File: src/rtl/blit_pkg.sv
package blit_pkg;

  typedef enum logic [3:0] {
    ST_IDLE,
    ST_IDX,
    ST_HDR,
    ST_SKIP,
    ST_ROW,
    ST_D0R,
    ST_D0W,
    ST_D1R,
    ST_D1W,
    ST_ADV,
    ST_WID
  } blit_st_e;

  typedef enum logic [1:0] {
    MIF_IDLE,
    MIF_REQ,
    MIF_WAIT
  } mif_st_e;

endpackage

File: src/rtl/blit_rst_sync.sv
module blit_rst_sync (
  input  logic clk,
  input  logic rst_n_in,
  output logic rst_n_out
);

  logic [1:0] sync_q;

  always_ff @(posedge clk or negedge rst_n_in) begin
    if (!rst_n_in) begin
      sync_q <= 2'b00;
    end else begin
      sync_q <= {sync_q[0], 1'b1};
    end
  end

  assign rst_n_out = sync_q[1];

endmodule

File: src/rtl/blit_mem_if.sv
module blit_mem_if #(
  parameter int AW = 16,
  parameter int DW = 16
) (
  input  logic          clk,
  input  logic          rst_n,
  input  logic          go,
  input  logic          go_we,
  input  logic [AW-1:0] go_addr,
  input  logic [DW-1:0] go_wdata,
  output logic          xfer_done,
  output logic [DW-1:0] xfer_rdata,
  output logic          mem_req_valid,
  input  logic          mem_req_ready,
  output logic          mem_req_we,
  output logic [AW-1:0] mem_req_addr,
  output logic [DW-1:0] mem_req_wdata,
  input  logic          mem_rsp_valid,
  input  logic [DW-1:0] mem_rsp_rdata
);
  import blit_pkg::*;

  mif_st_e       st_q, st_d;
  logic          we_q, we_d;
  logic [AW-1:0] addr_q, addr_d;
  logic [DW-1:0] wdata_q, wdata_d;
  logic          cap_en;

  // Next state: a request is latched only from idle, held until accepted,
  // and a read then waits for its single response.
  always_comb begin
    st_d   = st_q;
    cap_en = 1'b0;
    unique case (st_q)
      MIF_IDLE: begin
        if (go) begin
          st_d   = MIF_REQ;
          cap_en = 1'b1;
        end
      end
      MIF_REQ: begin
        if (mem_req_ready) begin
          st_d = we_q ? MIF_IDLE : MIF_WAIT;
        end
      end
      MIF_WAIT: begin
        if (mem_rsp_valid) begin
          st_d = MIF_IDLE;
        end
      end
      default: st_d = MIF_IDLE;
    endcase
    we_d    = cap_en ? go_we    : we_q;
    addr_d  = cap_en ? go_addr  : addr_q;
    wdata_d = cap_en ? go_wdata : wdata_q;
  end

  always_ff @(posedge clk or negedge rst_n) begin
    if (!rst_n) begin
      st_q    <= MIF_IDLE;
      we_q    <= 1'b0;
      addr_q  <= '0;
      wdata_q <= '0;
    end else begin
      st_q    <= st_d;
      we_q    <= we_d;
      addr_q  <= addr_d;
      wdata_q <= wdata_d;
    end
  end

  assign mem_req_valid = (st_q == MIF_REQ);
  assign mem_req_we    = we_q;
  assign mem_req_addr  = addr_q;
  assign mem_req_wdata = wdata_q;

  assign xfer_done  = ((st_q == MIF_REQ) && mem_req_ready && we_q) ||
                      ((st_q == MIF_WAIT) && mem_rsp_valid);
  assign xfer_rdata = mem_rsp_rdata;

  // an unaccepted request keeps address, direction and data
  a_r10_req_hold: assert property (@(posedge clk) disable iff (!rst_n)
    (mem_req_valid && !mem_req_ready) |=>
      (mem_req_valid && $stable(mem_req_addr) && $stable(mem_req_we) &&
       $stable(mem_req_wdata)));

  // a response only comes back while one read is awaited
  a_r10_rsp_expected: assert property (@(posedge clk) disable iff (!rst_n)
    mem_rsp_valid |-> (st_q == MIF_WAIT));

  // no new request goes out while a read response is awaited
  a_r10_single_outstanding: assert property (@(posedge clk) disable iff (!rst_n)
    ((st_q == MIF_WAIT) && !mem_rsp_valid) |=> !mem_req_valid);

endmodule

File: src/rtl/glyph_merge.sv
module glyph_merge #(
  parameter int DW = 16,
  localparam int OW = $clog2(DW)
) (
  input  logic [DW-1:0] row,
  input  logic [OW-1:0] lshift,
  output logic [DW-1:0] first_bits,
  output logic [DW-1:0] spill_bits
);

  logic [2*DW-1:0] wide;

  // Row sits at the top of a double word and moves right by lshift;
  // its upper half lands in the first word, the remainder spills over.
  always_comb begin
    wide = {row, {DW{1'b0}}} >> lshift;
  end

  genvar b;
  generate
    for (b = 0; b < DW; b++) begin : g_lane
      assign first_bits[b] = wide[DW + b];
      assign spill_bits[b] = wide[b];
    end
  endgenerate

endmodule

File: src/rtl/glyph_blit.sv
module glyph_blit #(
  parameter int AW = 16,
  parameter int DW = 16,
  parameter int CW = 8
) (
  input  logic                   clk,
  input  logic                   rst_n,
  input  logic                   start,
  input  logic [AW-1:0]          font_base,
  input  logic [CW-1:0]          char_code,
  input  logic [AW-1:0]          dst_addr,
  input  logic [$clog2(DW)-1:0]  bit_off,
  input  logic [AW-1:0]          stride,
  output logic                   busy,
  output logic                   done,
  output logic [DW-1:0]          width_out,
  output logic                   no_ext,
  output logic                   mem_req_valid,
  input  logic                   mem_req_ready,
  output logic                   mem_req_we,
  output logic [AW-1:0]          mem_req_addr,
  output logic [DW-1:0]          mem_req_wdata,
  input  logic                   mem_rsp_valid,
  input  logic [DW-1:0]          mem_rsp_rdata
);
  import blit_pkg::*;

  localparam int OW = $clog2(DW);
  localparam int HW = DW / 2;
  localparam logic [OW-1:0] OFF_ONE_WORD = OW'(DW - 1);

  logic rst_q_n;

  blit_rst_sync u_rst (
    .clk       (clk),
    .rst_n_in  (rst_n),
    .rst_n_out (rst_q_n)
  );

  // Job state
  blit_st_e      st_q, st_d;
  logic [AW-1:0] base_q, base_d;      // font_base + char_code
  logic [AW-1:0] stride_q, stride_d;
  logic [OW-1:0] off_q, off_d;
  logic [AW-1:0] xw_q, xw_d;          // width word address
  logic [AW-1:0] dst_q, dst_d;        // current destination line
  logic [AW-1:0] rptr_q, rptr_d;      // next row word address
  logic [HW-1:0] skip_q, skip_d;
  logic [HW-1:0] rows_q, rows_d;
  logic [DW-1:0] row_q, row_d;
  logic [DW-1:0] wbuf_q, wbuf_d;
  logic [DW-1:0] wid_q, wid_d;
  logic          noext_q, noext_d;
  logic          done_q, done_d;
  logic          pend_q, pend_d;

  // Memory command path
  logic          acc_state;
  logic          cmd_go;
  logic          cmd_we;
  logic [AW-1:0] cmd_addr;
  logic          cmd_done;
  logic [DW-1:0] cmd_rdata;

  logic [DW-1:0] first_bits, spill_bits;
  logic [OW-1:0] lshift;

  assign lshift = OFF_ONE_WORD - off_q;

  glyph_merge #(.DW(DW)) u_merge (
    .row        (row_q),
    .lshift     (lshift),
    .first_bits (first_bits),
    .spill_bits (spill_bits)
  );

  blit_mem_if #(.AW(AW), .DW(DW)) u_mif (
    .clk           (clk),
    .rst_n         (rst_q_n),
    .go            (cmd_go),
    .go_we         (cmd_we),
    .go_addr       (cmd_addr),
    .go_wdata      (wbuf_q),
    .xfer_done     (cmd_done),
    .xfer_rdata    (cmd_rdata),
    .mem_req_valid (mem_req_valid),
    .mem_req_ready (mem_req_ready),
    .mem_req_we    (mem_req_we),
    .mem_req_addr  (mem_req_addr),
    .mem_req_wdata (mem_req_wdata),
    .mem_rsp_valid (mem_rsp_valid),
    .mem_rsp_rdata (mem_rsp_rdata)
  );

  // Which states own a memory access, and where it points
  always_comb begin
    acc_state = 1'b0;
    cmd_we    = 1'b0;
    cmd_addr  = '0;
    unique case (st_q)
      ST_IDX: begin acc_state = 1'b1; cmd_addr = base_q;              end
      ST_HDR: begin acc_state = 1'b1; cmd_addr = xw_q + AW'(1);       end
      ST_ROW: begin acc_state = 1'b1; cmd_addr = rptr_q;              end
      ST_D0R: begin acc_state = 1'b1; cmd_addr = dst_q;               end
      ST_D0W: begin acc_state = 1'b1; cmd_addr = dst_q; cmd_we = 1'b1; end
      ST_D1R: begin acc_state = 1'b1; cmd_addr = dst_q + AW'(1);      end
      ST_D1W: begin acc_state = 1'b1; cmd_addr = dst_q + AW'(1); cmd_we = 1'b1; end
      ST_WID: begin acc_state = 1'b1; cmd_addr = xw_q;                end
      default: begin end
    endcase
  end

  assign cmd_go = acc_state && !pend_q;

  // Sequencer next state
  always_comb begin
    st_d     = st_q;
    base_d   = base_q;
    stride_d = stride_q;
    off_d    = off_q;
    xw_d     = xw_q;
    dst_d    = dst_q;
    rptr_d   = rptr_q;
    skip_d   = skip_q;
    rows_d   = rows_q;
    row_d    = row_q;
    wbuf_d   = wbuf_q;
    wid_d    = wid_q;
    noext_d  = noext_q;
    done_d   = 1'b0;
    pend_d   = cmd_go ? 1'b1 : (cmd_done ? 1'b0 : pend_q);

    unique case (st_q)
      ST_IDLE: begin
        if (start) begin
          base_d   = font_base + AW'(char_code);
          stride_d = stride;
          off_d    = bit_off;
          dst_d    = dst_addr;
          st_d     = ST_IDX;
        end
      end
      ST_IDX: begin
        if (cmd_done) begin
          xw_d = base_q + AW'(cmd_rdata) + AW'(1);
          st_d = ST_HDR;
        end
      end
      ST_HDR: begin
        if (cmd_done) begin
          skip_d = cmd_rdata[DW-1:HW];
          rows_d = cmd_rdata[HW-1:0];
          rptr_d = xw_q - AW'(cmd_rdata[HW-1:0]);
          st_d   = ST_SKIP;
        end
      end
      ST_SKIP: begin
        if (skip_q != '0) begin
          dst_d  = dst_q + stride_q;
          skip_d = skip_q - HW'(1);
        end else if (rows_q == '0) begin
          st_d = ST_WID;
        end else begin
          st_d = ST_ROW;
        end
      end
      ST_ROW: begin
        if (cmd_done) begin
          row_d  = cmd_rdata;
          rptr_d = rptr_q + AW'(1);
          st_d   = ST_D0R;
        end
      end
      ST_D0R: begin
        if (cmd_done) begin
          wbuf_d = cmd_rdata | first_bits;
          st_d   = ST_D0W;
        end
      end
      ST_D0W: begin
        if (cmd_done) begin
          st_d = (off_q == OFF_ONE_WORD) ? ST_ADV : ST_D1R;
        end
      end
      ST_D1R: begin
        if (cmd_done) begin
          wbuf_d = cmd_rdata | spill_bits;
          st_d   = ST_D1W;
        end
      end
      ST_D1W: begin
        if (cmd_done) begin
          st_d = ST_ADV;
        end
      end
      ST_ADV: begin
        dst_d  = dst_q + stride_q;
        rows_d = rows_q - HW'(1);
        st_d   = (rows_q == HW'(1)) ? ST_WID : ST_ROW;
      end
      ST_WID: begin
        if (cmd_done) begin
          wid_d   = cmd_rdata >> 1;
          noext_d = cmd_rdata[0];
          done_d  = 1'b1;
          st_d    = ST_IDLE;
        end
      end
      default: st_d = ST_IDLE;
    endcase
  end

  always_ff @(posedge clk or negedge rst_q_n) begin
    if (!rst_q_n) begin
      st_q     <= ST_IDLE;
      base_q   <= '0;
      stride_q <= '0;
      off_q    <= '0;
      xw_q     <= '0;
      dst_q    <= '0;
      rptr_q   <= '0;
      skip_q   <= '0;
      rows_q   <= '0;
      row_q    <= '0;
      wbuf_q   <= '0;
      wid_q    <= '0;
      noext_q  <= 1'b0;
      done_q   <= 1'b0;
      pend_q   <= 1'b0;
    end else begin
      st_q     <= st_d;
      base_q   <= base_d;
      stride_q <= stride_d;
      off_q    <= off_d;
      xw_q     <= xw_d;
      dst_q    <= dst_d;
      rptr_q   <= rptr_d;
      skip_q   <= skip_d;
      rows_q   <= rows_d;
      row_q    <= row_d;
      wbuf_q   <= wbuf_d;
      wid_q    <= wid_d;
      noext_q  <= noext_d;
      done_q   <= done_d;
      pend_q   <= pend_d;
    end
  end

  assign busy      = (st_q != ST_IDLE);
  assign done      = done_q;
  assign width_out = wid_q;
  assign no_ext    = noext_q;

  // completion is a single-clock pulse
  a_r8_done_pulse: assert property (@(posedge clk) disable iff (!rst_q_n)
    done |=> !done);

  // an idle start makes the block busy on the next clock
  a_r8_start_busy: assert property (@(posedge clk) disable iff (!rst_q_n)
    (!busy && start) |=> busy);

  // latched job parameters do not move while a job runs
  a_r9_params_hold: assert property (@(posedge clk) disable iff (!rst_q_n)
    (busy && $past(busy)) |-> ($stable(off_q) && $stable(stride_q) && $stable(base_q)));

  // results change only together with a completion pulse
  a_r7_result_stable: assert property (@(posedge clk) disable iff (!rst_q_n)
    !done |-> ($stable(width_out) && $stable(no_ext)));

  // a full-width offset never reaches the second destination word
  a_r5_one_word: assert property (@(posedge clk) disable iff (!rst_q_n)
    (mem_req_valid && busy && (off_q == OFF_ONE_WORD) && mem_req_we) |->
      (mem_req_addr == dst_q));

  // an empty glyph goes straight from the skip phase to the width read
  a_r6_empty_glyph: assert property (@(posedge clk) disable iff (!rst_q_n)
    (st_q == ST_SKIP && skip_q == '0 && rows_q == '0) |=> (st_q == ST_WID));

endmodule

File: config.mk
export PLATFORM = sky130hd
export DESIGN_NAME = glyph_blit
export DESIGN_NICKNAME = d
export VERILOG_FILES = /design/src/rtl/blit_pkg.sv /design/src/rtl/blit_rst_sync.sv /design/src/rtl/blit_mem_if.sv /design/src/rtl/glyph_merge.sv /design/src/rtl/glyph_blit.sv
export SDC_FILE = /design/constraint.sdc
export NUM_CORES = 1
export LEC_CHECK = 0
export ABC_AREA = 1
export BUFFER_PORTS_ARGS = -buffer_cell sky130_fd_sc_hd__buf_2
export CAP_MARGIN = 15
export CORE_MARGIN = 2
export CORE_UTILIZATION = 50
export CTS_CLUSTER_SIZE = 20
export DETAILED_ROUTE_END_ITERATION = 16
export PLACE_DENSITY = 0.72
export SYNTH_ARGS = -nofsm -noshare
export SYNTH_HDL_FRONTEND = slang
export SYNTH_SLANG_ARGS = --single-unit
File: constraint.sdc
create_clock -name clk -period 5.3 [get_ports clk]
set_input_delay 1.06 -clock clk [delete_from_list [all_inputs] [get_ports clk]]
set_output_delay 1.06 -clock clk [all_outputs]
set_load 0.05 [all_outputs]
[After elaboration in Yosys (flattened, before gate mapping)]
Index checks and enable logic that the tools add are counted.
Storage, ports and cells
  input bits: 81
  logic and storage cells: 136
  flip-flop bits (word level): 191
Operators by class
  bitwise gates (word level): 2
  add/sub/neg operators: 11
  reductions and logical operators: 32
  multiplexer cells: 42
  shifts and indexed selects: 1
  eq/ne operators: 28
Operator list (number)
  $mux W16: 6
  $pmux W16 S6: 1
  $add A16 B1 Y16 const B: 4
  $pmux W16 S2: 2
  $mux W4: 13
  $pmux W16 S3: 1
  $pmux W4 S11: 1
  $add A16 B16 Y16: 2
  $or A16 B16 Y16: 2
  $pmux W8 S2: 2
  $shr A32 B4 Y32: 1
  $ne A2 B2 Y1 const B: 13
  $mux W8: 3
  $add A16 B8 Y16: 1
  $eq A4 B3 Y1 const B: 4
  $eq A4 B4 Y1 const B: 4
  $sub A16 B8 Y16: 1
  $sub A8 B1 Y8 const B: 2
  $reduce_and A3 Y1: 5
  $reduce_and A10 Y1: 1
  $reduce_and A2 Y1: 5
  $reduce_bool A2 Y1: 5
  $eq A4 B2 Y1 const B: 2
  $eq A8 B1 Y1 const B: 1
  19 further kinds: 34

[Depth between registers and ports, before layout]
  depth in word-level cells: 6
  depth in mapped cells: 18
  depth with buffers taken out: 17

[By module]
From an unflattened synthesis, not the netlist that was laid out.
Second synthesis, totals
  cell total of the unflattened synthesis: 1975
  area total of the unflattened synthesis: 13729.4 µm²
Modules (own cells, without submodules)
  glyph_blit: cells an instance 1582, sequential area each 3853.7 µm², area each 10956.8 µm², times used 1
  blit_mem_if: cells an instance 181, sequential area each 875.8 µm², area each 1584.0 µm², times used 1
  glyph_merge: cells an instance 209, sequential area each 0.0 µm², area each 1134.8 µm², times used 1
  blit_rst_sync: cells an instance 3, sequential area each 50.0 µm², area each 53.8 µm², times used 1

[Worst setup path after synthesis]
OpenSTA, ideal clock, no wires.
  path type: input -> register
  from: input port font_base[0]
  to: register base_q[14]
  slack: 2572 ps
  data arrival time: 2662 ps
  stages on the path: 12
  data required time: 5234 ps
  library setup time: 66 ps
  cell sequence: ha_1 -> inv_1 -> fa_1 -> o21ai_0 -> nand2_1 -> nand2_1 -> nand2_1 -> nor2_1 -> nand2_1 -> o21ai_0 -> nand3_1 -> nand2_1
On the way
  cells in the longest elaborated chain, start to end: 1
Ends and longest elaborated chain
  start, declared: RTL line glyph_blit.sv:9  | input logic [AW-1:0] font_base,
  $add A16 B8 Y16: RTL line glyph_blit.sv:136  | base_d = font_base + AW'(char_code);
  end signal, assigned: RTL line glyph_blit.sv:232  | base_q <= base_d;
  end, declared: RTL line glyph_blit.sv:42  | logic [AW-1:0] base_q, base_d;
Every way passes these cells.
A chain may end at the register's enable or synchronous reset.

[Worst setup path in the final report]
  from: register st_q[2]
  to: register dst_q[2]
On the way
  cells in the longest elaborated chain, start to end: 3
  elaborated cells between the ends (all ways): 8
  classes of those cells: eq/ne (4); mux (1); reduce/logical (3)
Ends and longest elaborated chain
  start, declared: RTL line glyph_blit.sv:41  | blit_st_e st_q, st_d;
  start signal, assigned: RTL line glyph_blit.sv:231  | st_q <= st_d;
  $eq A4 B2 Y1 (tied with other cells): RTL line glyph_blit.sv:133  | unique case (st_q)
  $ne A2 B2 Y1 (no source line) or $reduce_bool A3 Y1 (tied branches)
  $reduce_and A3 Y1 (no source line)
  end signal, assigned: RTL line glyph_blit.sv:236  | dst_q <= dst_d;
  end, declared: RTL line glyph_blit.sv:46  | logic [AW-1:0] dst_q, dst_d;
Parallel ways exist; a longest one is shown, timed or not.

==> summary by stage <==
Synthesis
The fraction of post-synthesis cell area in the top cell type by area is between 30% and 40%. Counting every instance in the synthesized netlist gives 1791. The synthesized design spends more area on one cell type than any other, namely sky130_fd_sc_hd__dfrtp_1.

The net count after synthesis is 1928. Counting flops with a built-in enable in the synthesized netlist gives 0. The primary flip-flop cell chosen by synthesis mapping is sky130_fd_sc_hd__dfrtp_1. The commonest cells after synthesis are sky130_fd_sc_hd__nand2_1 (522), sky130_fd_sc_hd__o21ai_0 (203), sky130_fd_sc_hd__dfrtp_1 (191), sky130_fd_sc_hd__inv_1 (191), sky130_fd_sc_hd__nor2_1 (113). The cell area after synthesis is 0.01275 mm^2. The proportion of synthesized flip-flops having asynchronous set or reset is 100.0%. Yosys mapped the design onto between 50 and 60 distinct sky130hd cell types. The most frequent cell after synthesis is sky130_fd_sc_hd__nand2_1. The total of flip-flops plus latches after synthesis is 191. Yosys attributes the largest share of cell area to sky130_fd_sc_hd__dfrtp_1 (37%), sky130_fd_sc_hd__nand2_1 (15%), sky130_fd_sc_hd__o21ai_0 (8.0%).

The Yosys step of the flow raised 0 warnings. After synthesis, flip-flops and latches occupy ~37% of the total area. The average footprint of a synthesized cell is 7.120 um^2.

Worst setup path
The highest cell delay on the worst timing path is 0.75 ns. The endpoint kind of the worst setup timing path is a flop. The start point of the critical path is st_q[2]. At the worst endpoint, the required time is roughly 5.7 ns. The number of buffers and inverters on the critical path is 2. The family of cells with the greatest summed delay on the critical path is simple AND/OR/NAND/NOR gates. The cell with the biggest individual delay on the critical path is sky130_fd_sc_hd__nor2_2. Traced cell by cell, the critical path runs through nor2_2, nand2_1, nor2_2, nor2_1, buf_4, nand2_1, nand2_1, nor2_2, inv_2, a21oi_1, o21ai_1, o21ai_0. The worst setup path category is flop to flop. The data arrival at the endpoint of the critical path is 3.60 ns.

The worst flop-to-flop path startpoint is st_q[2]. STA classifies the critical path startpoint as a flop. The largest fanout on the critical path is 25.

Worst hold path
The worst hold path belongs to the class flop to flop. The worst hold path begins at u_rst.sync_q[0].

Routing
In this run the remaining antenna-violating nets after routing total 0. Dividing the detail-routed via count by the number of cells gives 5.636. The total wirelength of the detailed-routed design is 38.98 mm. The number of design rule violations left after detail routing is 0. After the first detailed-routing iteration, the DRC count stood at 1010. The total via count in the routed design is 12.55k. In the final routed layout, each cell accounts on average for about 18 um. The count of TritonRoute iterations in the first routing pass is 8.

Clock network
TritonCTS built the clock tree. The clock net in this run drives a total of 191 sinks. Clock-pin slew was measured on the worst setup and hold paths at 0.08 ns. The cell chosen for the clock root is sky130_fd_sc_hd__clkbuf_16. In this run, post-CTS repair resized a total of 0 instances. Hold repair after CTS inserted 0 buffers. The clock tree synthesis step divided the H-tree into 4 levels. The clock passes through at most 2 buffers. The total setup buffers inserted after CTS is 0. The clock reaches the later pin of the worst-skew pair after 0.45 ns. The TritonCTS buffer count is 17.

Global routing
For this run, the total global-route usage over all layers was measured as 29.98%. For met2 alone, demand over resource in global routing was 48.70%. The maximum number of pins on one net before global-route repair is 126.

The first global-routing pass estimated 62.56 mm of wire. The met3 track demand over resource in global routing is 3.965%. The number of antenna violations at the first check in global routing is 0. The fraction of met1 tracks used by global routing is approximately two fifths. Global routing finished with a remaining overflow of 0. The number of global-route vias before repair is between 10k and 15k.

The layer with the highest usage is met2.

Place
The total instance count after detailed placement is 2195. OpenSTA, run right after detailed placement, puts the worst setup slack at 2.036 ns. The area after detailed placement is 0.01358 mm^2. The count of buffers inserted at the top-level ports is 132. The final weighted congestion in routability-driven placement is 0.9473.

The HPWL reported at the end of detailed placement is 29.76 mm.

Power and ir drop
Power comes to 0.009144 W. The cell area power density is approximately 650 mW/mm^2. The analysis attributes to cell leakage a power of 7.298 nW. The peak supply drop is about 0.00029 V.

Layout
The final standard cell count with taps included and fillers excluded is 2227. For this run, the post-layout net count is 2021. The layout overhead on the synthesized area is 10.98%. The share of final-layout standard cells stronger than drive strength 1 is 12.12%. 0 antenna diodes ended up in the layout.

The count of fill cells added during filler insertion is 2487. The area of all placed cells without fillers is 0.01415 mm^2.

Floorplan
The number of rows in the core area is 58. The x dimension of the die is 163.7 um. The core area is 0.02511 mm^2. The area of the die is 0.02680 mm^2.

In this run the count of I/O pins placed on the die edge is 134. The initial utilization of the core area, before any placement, comes to 50.79%. The height of the die is 163.7 um.

Flow run
The number of violations of the max-capacitance limit is 0.

STA
The count of final setup violators is 0. The setup TNS is 0 ns. At the pin with the least slew margin, the transition time is 1.107 ns. The worst max-slew margin expressed relative to the limit is 26.04%. Setup repair after global routing left no endpoint under its margin. The number of pins with negative max-slew slack in the final report is 0. The final-report hold violation count is 0. The minimum setup slack in the final design is 2.059 ns.

Across the routed clock network, the largest skew measured is 0.01267 ns. Counting I/O delays and the setup requirement, the final critical path takes roughly 3.2 ns. The final critical-path share of the clock period is 61.14%.

Based on the critical path, the design can be clocked at up to 308.6 MHz.

Outcome
The run finished with clean final reports.
through the flow:
step | utilization (%) | hold slack, ns
final | 56.36 | 0.3560
after global routing | 56.36 | 0.3634
after CTS | 56.36 | 0.3544
after detailed placement | 54.09 | 0.3358
after global placement | 54.09 | 0.3329
after floorplan | - | 0.3311
worst paths after layout:
| kind | endpoint | slack (ns) | cells after the start |
|---|---|---|---|
| max reg2reg | dst_q[2] | 2.06 | 12 |
| min reg2reg | u_rst.sync_q[1] | 0.36 | 0 |
| min in group asynchronous | u_rst.sync_q[1] | 0.38 | 1 |
| min | u_rst.sync_q[1] | 0.36 | 0 |
| max in group asynchronous | u_mif.mem_req_wdata[4] | 3.66 | 1 |
| max | dst_q[2] | 2.06 | 12 |
flip-flops by register name, summed over array words and instances, names as in the netlist, 2 cells and up:
signal               flops
width_out               15
u_mif.st_q               2
xw_q                    16
off_q                    4
rows_q                   8
u_rst.sync_q             2
rptr_q                  16
u_mif.mem_req_wdata     16
dst_q                   16
skip_q                   8
u_mif.mem_req_addr      16
base_q                  16
wbuf_q                  16
st_q                     4
row_q                   16
stride_q                16
kinds of logic (layout without fill, tap and decap cells):
logic type / count (synthesis) / count (layout) / synth area share, %
other: 2 / 2 / 0.05889
DFF: 191 / 191 / 37.48
xor gates and xnor gates: 38 / 38 / 2.610
AOI/OAI and AO/OA: 399 / 399 / 17.74
adders and majority gates: 56 / 56 / 5.730
muxes: 2 / 2 / 0.1570
and+or+nand+nor: 835 / 835 / 27.72
buffers and inverters: 268 / 374 / 8.507
layout make-up:
type                    instances  area [um^2]  share of cell area (%)
clock buffers                  19        442.9                   3.130
clock inverters                13        127.6                  0.9018
inverters                     204        765.7                   5.411
multi-input cells            1332         6902                   48.77
flip-flops and latches        191         4783                   33.80
well taps                     330        412.9                   2.918
repair buffers                138        718.2                   5.075
power breakdown:
part	switching [W]	internal [W]
Combinational	0.00354	0.00159
Sequential	0.000654	0.00208
Clock	0.000641	0.000635
layer usage:
layer | routed length, um | up-vias | share of wire (%)
li1 | - | 6097 | -
met1 | 17180 | 5880 | 44
met2 | 17730 | 490 | 45
met3 | 2758 | 85 | 7.1
met4 | 1309 | 0 | 3.4
met5 | 0 | - | 0
cell usage in the layout (no fill, tap or decap), drive strengths merged, types with 2 or more instances in the layout:
| cell | Yosys | routed |
|---|---|---|
| a211oi | 4 | 4 |
| a21boi | 4 | 4 |
| a21o | 7 | 7 |
| a21oi | 81 | 81 |
| a221oi | 12 | 12 |
| a22oi | 4 | 4 |
| a31oi | 11 | 11 |
| buf | 25 | 138 |
| clkbuf | 39 | 19 |
| clkinv | 0 | 5 |
| clkinvlp | 0 | 3 |
| conb | 2 | 2 |
| dfrtp | 191 | 191 |
| fa | 4 | 4 |
| ha | 52 | 52 |
| inv | 204 | 209 |
| mux2i | 2 | 2 |
| nand2 | 540 | 540 |
| nand3 | 114 | 114 |
| nand3b | 6 | 6 |
| nand4 | 16 | 16 |
| nor2 | 133 | 133 |
| nor3 | 21 | 21 |
| o2111ai | 7 | 7 |
| o211ai | 16 | 16 |
| o21ai | 210 | 210 |
| o21bai | 6 | 6 |
| o221ai | 3 | 3 |
| o22ai | 21 | 21 |
| o31ai | 7 | 7 |
| or2 | 2 | 2 |
| xnor2 | 11 | 11 |
| xor2 | 27 | 27 |
No activity file was read; power rests on OpenSTA's default activity.
